[config.mk]
export PLATFORM = sky130hd
export DESIGN_NAME = sd_irq_status
export DESIGN_NICKNAME = d
export VERILOG_FILES = /design/src/rtl/sd_irq_status.sv
export SDC_FILE = /design/constraint.sdc
export NUM_CORES = 1
export LEC_CHECK = 0
export ABC_AREA = 1
export BUFFER_PORTS_ARGS = -buffer_cell sky130_fd_sc_hd__buf_2
export CORE_ASPECT_RATIO = 1.25
export CORE_MARGIN = 2
export CORE_UTILIZATION = 43
export DETAILED_ROUTE_END_ITERATION = 10
export PLACE_DENSITY = 0.72
export REMOVE_ABC_BUFFERS = 1
export SKIP_LAST_GASP = 1
export SLEW_MARGIN = 20
export SYNTH_ARGS = -nofsm -noshare
export SYNTH_HDL_FRONTEND = slang
export SYNTH_SLANG_ARGS = --single-unit
[constraint.sdc]
create_clock -name clk -period 0.9 [get_ports clk]
set_input_delay 0.09 -clock clk [delete_from_list [all_inputs] [get_ports clk]]
set_output_delay 0.09 -clock clk [all_outputs]
set_load 0.05 [all_outputs]
[src/rtl/sd_irq_status.sv]
module sd_irq_status #(
  parameter int SYNC_STAGES = 2,
  parameter int RW_DELAY    = 4
) (
  input  logic       clk,
  input  logic       rst_n,
  input  logic       card_present_i,
  input  logic       card_irq_i,
  input  logic       bus_4bit_i,
  input  logic       irq_window_i,
  input  logic       cmd_done_i,
  input  logic       rd_block_end_i,
  input  logic       sd_tick_i,
  input  logic       stat_we_i,
  input  logic       stat_en_we_i,
  input  logic       sig_en_we_i,
  input  logic [3:0] wdata_i,
  output logic [3:0] status_o,
  output logic [3:0] stat_en_o,
  output logic [3:0] sig_en_o,
  output logic       irq_o,
  output logic       read_wait_start_o
);

  localparam int CW = $clog2(RW_DELAY + 1);

  logic [SYNC_STAGES-1:0] pres_sync, cirq_sync;
  logic            pres_d;
  logic [3:0]      sten_q, sgen_q;
  logic            st_ins, st_rem, st_card, ccs_hit;
  logic [CW-1:0]   rw_cnt;
  logic            rw_q;

  wire pres      = pres_sync[SYNC_STAGES-1];
  wire cirq      = cirq_sync[SYNC_STAGES-1];
  wire [3:0] clr = stat_we_i ? wdata_i : 4'b0000;
  wire ins_ev    = pres & ~pres_d & sten_q[0];
  wire rem_ev    = ~pres & pres_d & sten_q[1];
  wire ccs_ev    = cmd_done_i & sten_q[3];
  wire card_live = sten_q[2] & sgen_q[2];
  wire card_take = ~bus_4bit_i | irq_window_i;

  always_ff @(posedge clk or negedge rst_n) begin
    if (!rst_n) begin
      pres_sync <= '0;
      cirq_sync <= '0;
      pres_d    <= 1'b0;
    end else begin
      pres_sync <= {pres_sync[SYNC_STAGES-2:0], card_present_i};
      cirq_sync <= {cirq_sync[SYNC_STAGES-2:0], card_irq_i};
      pres_d    <= pres;
    end
  end

  always_ff @(posedge clk or negedge rst_n) begin
    if (!rst_n) begin
      sten_q <= '0;
      sgen_q <= '0;
    end else begin
      if (stat_en_we_i) sten_q <= wdata_i;
      if (sig_en_we_i)  sgen_q <= wdata_i;
    end
  end

  always_ff @(posedge clk or negedge rst_n) begin
    if (!rst_n) begin
      st_ins  <= 1'b0;
      st_rem  <= 1'b0;
      ccs_hit <= 1'b0;
      st_card <= 1'b0;
    end else begin
      st_ins  <= ins_ev | (st_ins  & ~clr[0]);
      st_rem  <= rem_ev | (st_rem  & ~clr[1]);
      ccs_hit <= ccs_ev | (ccs_hit & ~clr[3]);
      if (!card_live)     st_card <= 1'b0;
      else if (card_take) st_card <= cirq;
    end
  end

  always_ff @(posedge clk or negedge rst_n) begin
    if (!rst_n) begin
      rw_cnt <= '0;
      rw_q   <= 1'b0;
    end else begin
      rw_q <= sd_tick_i & (rw_cnt == CW'(1)) & ~rd_block_end_i;
      if (rd_block_end_i)                 rw_cnt <= CW'(RW_DELAY);
      else if (sd_tick_i && rw_cnt != '0) rw_cnt <= rw_cnt - CW'(1);
    end
  end

  assign status_o          = {sten_q[3] & ~ccs_hit, st_card, st_rem, st_ins};
  assign stat_en_o         = sten_q;
  assign sig_en_o          = sgen_q;
  assign irq_o             = |({ccs_hit, st_card, st_rem, st_ins} & sgen_q);
  assign read_wait_start_o = rw_q;

  assert_ins_set_R1: assert property (@(posedge clk) disable iff (!rst_n)
    ins_ev |=> status_o[0]);
  assert_rem_set_R2: assert property (@(posedge clk) disable iff (!rst_n)
    rem_ev |=> status_o[1]);
  assert_w1c_clears_R3: assert property (@(posedge clk) disable iff (!rst_n)
    (stat_we_i && wdata_i[0] && !ins_ev) |=> !status_o[0]);
  assert_set_wins_R4: assert property (@(posedge clk) disable iff (!rst_n)
    (ccs_ev && stat_we_i && wdata_i[3]) |=> irq_o || !sgen_q[3]);
  assert_card_drop_R5: assert property (@(posedge clk) disable iff (!rst_n)
    !sgen_q[2] |=> !status_o[2]);
  assert_card_hold_R6: assert property (@(posedge clk) disable iff (!rst_n)
    (bus_4bit_i && !irq_window_i && card_live) |=> $stable(status_o[2]));
  assert_gate_R8: assert property (@(posedge clk) disable iff (!rst_n)
    (!sten_q[0] && !status_o[0]) |=> !status_o[0]);
  assert_rw_pulse_R10: assert property (@(posedge clk) disable iff (!rst_n)
    read_wait_start_o |=> !read_wait_start_o);

endmodule

==> flow_summary.yaml <==
global_routing:
  antenna_found_initial: 0
  grt_use_total_pct: 17.0
  grt_max_degree: 22
  overflow: 0
  grt_pass1_wl_um: 3210
  grt_pass1_vias: 784
sta:
  drv_slew: 0
  hold_viol: 0
  fmax_ghz: 0.863
  setup_ws_ns: -0.259
  fin_crit_ns: 1.16
  rsz0062_at_grt: "yes"
  setup_viol: 18
  slew_headroom_pct: 69.2
  period_share_pct: 129
  tightest_slew_ns: 0.462
  clock_skew_ns: 0.00298
  setup-tns-final_ns: -1.98
drt:
  routed-via-count: 818
  drc: 0
  viasPerCell: 4.90
  drtAntennaViolNets: 0
  postRouteWirelength_um: 2010
  wl_per_cell_um: 12.0
  drtPass1Iterations: 4
  dr_wl_met2_um: 1020
  dr.first_iter.drc_count: 6
  maxUsedRoutingLayer: "met4"
  wl_met3_um: 126
  route.layer.met1.wl_um: 821
critical_path:
  crit_chain: "inv_2 > nor2_2 > buf_6"
  required_ns: 0.81
  end_kind: "output pin"
  cp_max_fo: 3
  cp_slowest_stage_delay_ns: 0.43
  crit_slowest_cell: "dfrtp_1"
  critPathKind: "register to output pin"
  crit_arrival_ns: 1.07
  crit_path_start_kind: "register"
cts:
  htreeDepth: 1
  clkSlewWorstSetupHoldPaths_ns: 0.11
  insertion_delay_ns: 0.29
  clock-sinks: 21
  root_buffer: "clkbuf_4"
  clock_path_buffers: 2
  cts_tree: "yes"
  numCtsBuffers: 3
layout:
  postLayoutCoreUtil_pct: 69.4
  fin_nets: 167
  layout-drive-gt1-share_pct: 42.9
  diodes: 0
  syn2layout_area_growth_pct: 51.8
  stdcell_count: 167
  design_area_um2: 1380
status:
  failed_checks: "setup timing"
  outcome: "finished, violations left"
yosys:
  ys_warn_count: 0
  ys_seq_elements: 21
  netlist.area_leader.share_pct: 58.0
  syn_inst: 100
  yosys.area.top_type: "dfrtp_1"
  syn_area_um2: 906
  synth.area.top_cells: "dfrtp_1, nand2_1, inv_1"
  synth_cell_type_count: 14
  ys_seq_area_share_pct: 58.0
  avgSynthCellArea_um2: 9.06
run:
  max-cap-violations: 0
placed_design:
  dp_cells: 148
  place_congestion: 0.727
  dp_hpwl_um: 1240
  io_buffer_count: 29
  placed_cell_area_um2: 1070
pwr:
  p_leak_nw: 0.735
  vdd_drop_max_uv: 1020
  cellPowerDensity_nw_per_um2: 1720
floorplan:
  num_io_pins: 30
  dieHeight_um: 55.3
  die-area_um2: 2490
  core-area_um2: 1980
  dieWidth_um: 45.1
  rows: 18
  initial_core_util_pct: 45.7
min_path:
  min_path_type: "primary input to register"
[report_power, final]
| part | switching [mW] | internal [mW] |
|---|---|---|
| clock | 0.256 | 0.172 |
| combinational | 0.485 | 0.365 |
| sequential | 0.0668 | 1.03 |
| total | 0.808 | 1.56 |
[sequential cells by signal (all words and copies together), names as in the netlist]
signal	cells
ccs_hit	1
cirq_sync	2
pres_d	1
pres_sync	2
read_wait_start_o	1
rw_cnt	3
sig_en_o	4
st_card	1
st_ins	1
st_rem	1
stat_en_o	4
[worst paths after layout]
path	start	end	slack [ns]	cells past startpoint
max	stat_en_o[3]	status_o[3]	-0.26	3
min	wdata_i[3]	stat_en_o[3]	0.03	3
max reg2reg	rw_cnt[1]	rw_cnt[2]	-0.15	7
min in group asynchronous	rst_n	st_rem	0.27	2
min reg2reg	pres_sync[0]	pres_sync[1]	0.36	0
max in group asynchronous	rst_n	sig_en_o[2]	0.31	2
[cell usage after synthesis (all sizes together)]
library cell and count:
a22o 1, buf 3, dfrtp 21, ha 3
inv 18, nand2 33, nand3 4, nand4 4
nor2 4, nor3 1, o21ai 8
[metrics by stage]
stage | hold slack [ns] | setup WS (ns) | power (mW)
global placement | 0.0683 | -0.0868 | 1.67
detailed placement | 0.0664 | -0.149 | 1.68
finish | 0.0337 | -0.259 | 2.37
floorplan | -0.206 | -0.575 | 1.49
CTS | 0.0183 | -0.242 | 2.31
global route | 0.0198 | -0.316 | 2.51
[cell type report]
| cell class | count | area (µm²) |
|---|---|---|
| Multi-Input combinational cell | 58 | 338 |
| Sequential cell | 21 | 526 |
| Timing Repair Buffer | 46 | 393 |
| Tap cell | 20 | 25.0 |
| Clock buffer | 4 | 26.3 |
| Inverter | 18 | 67.6 |
| Fill cell | 162 | 607 |
[per-layer routing]
metal | GRT usage [%] | up-vias
li1 | - | 401
met1 | 20.1 | 376
met2 | 28.8 | 35
met3 | 4.25 | 6
met4 | 6.30 | 0
met5 | 0 | -
[cells by family after synthesis]
family	Yosys count	synth area share, %
adders and majority gates	3	4.14
AOI/OAI and AO/OA	9	5.39
buffers and inverters	21	9.95
and+or+nand+nor	46	22.5
DFF	21	58.0
[critical path, delay by kind of cell, from the launching register on]
kind | cells | cell delay [ns]
AND/OR/NAND/NOR | 1 | 0.11
flip-flops | 1 | 0.43
buffers and inverters | 2 | 0.23
[repair_timing]
action / 4_1_cts / 5_1_grt
gates cloned: 0 / 0
setup buffers: 8 / 3
resized for setup: 35 / 16
hold endpoints to repair: 24 / 0
hold buffers: 4 / 0
pin swaps: 5 / 6
endpoints found under the setup margin: 18 / 19
[cells in the final DEF, fill, tap and decap left out, drive strengths merged]
cell type | netlist | final
dfrtp | 21 | 21
a22o | 1 | 1
ha | 3 | 3
dlygate4sd3 | 0 | 4
nand2 | 33 | 33
nor2 | 4 | 4
o21ai | 8 | 8
nand4 | 4 | 4
buf | 3 | 42
nand3 | 4 | 4
inv | 18 | 18
clkbuf | 0 | 4
nor3 | 1 | 1
Note: power is estimated with default switching activity, not from simulation.
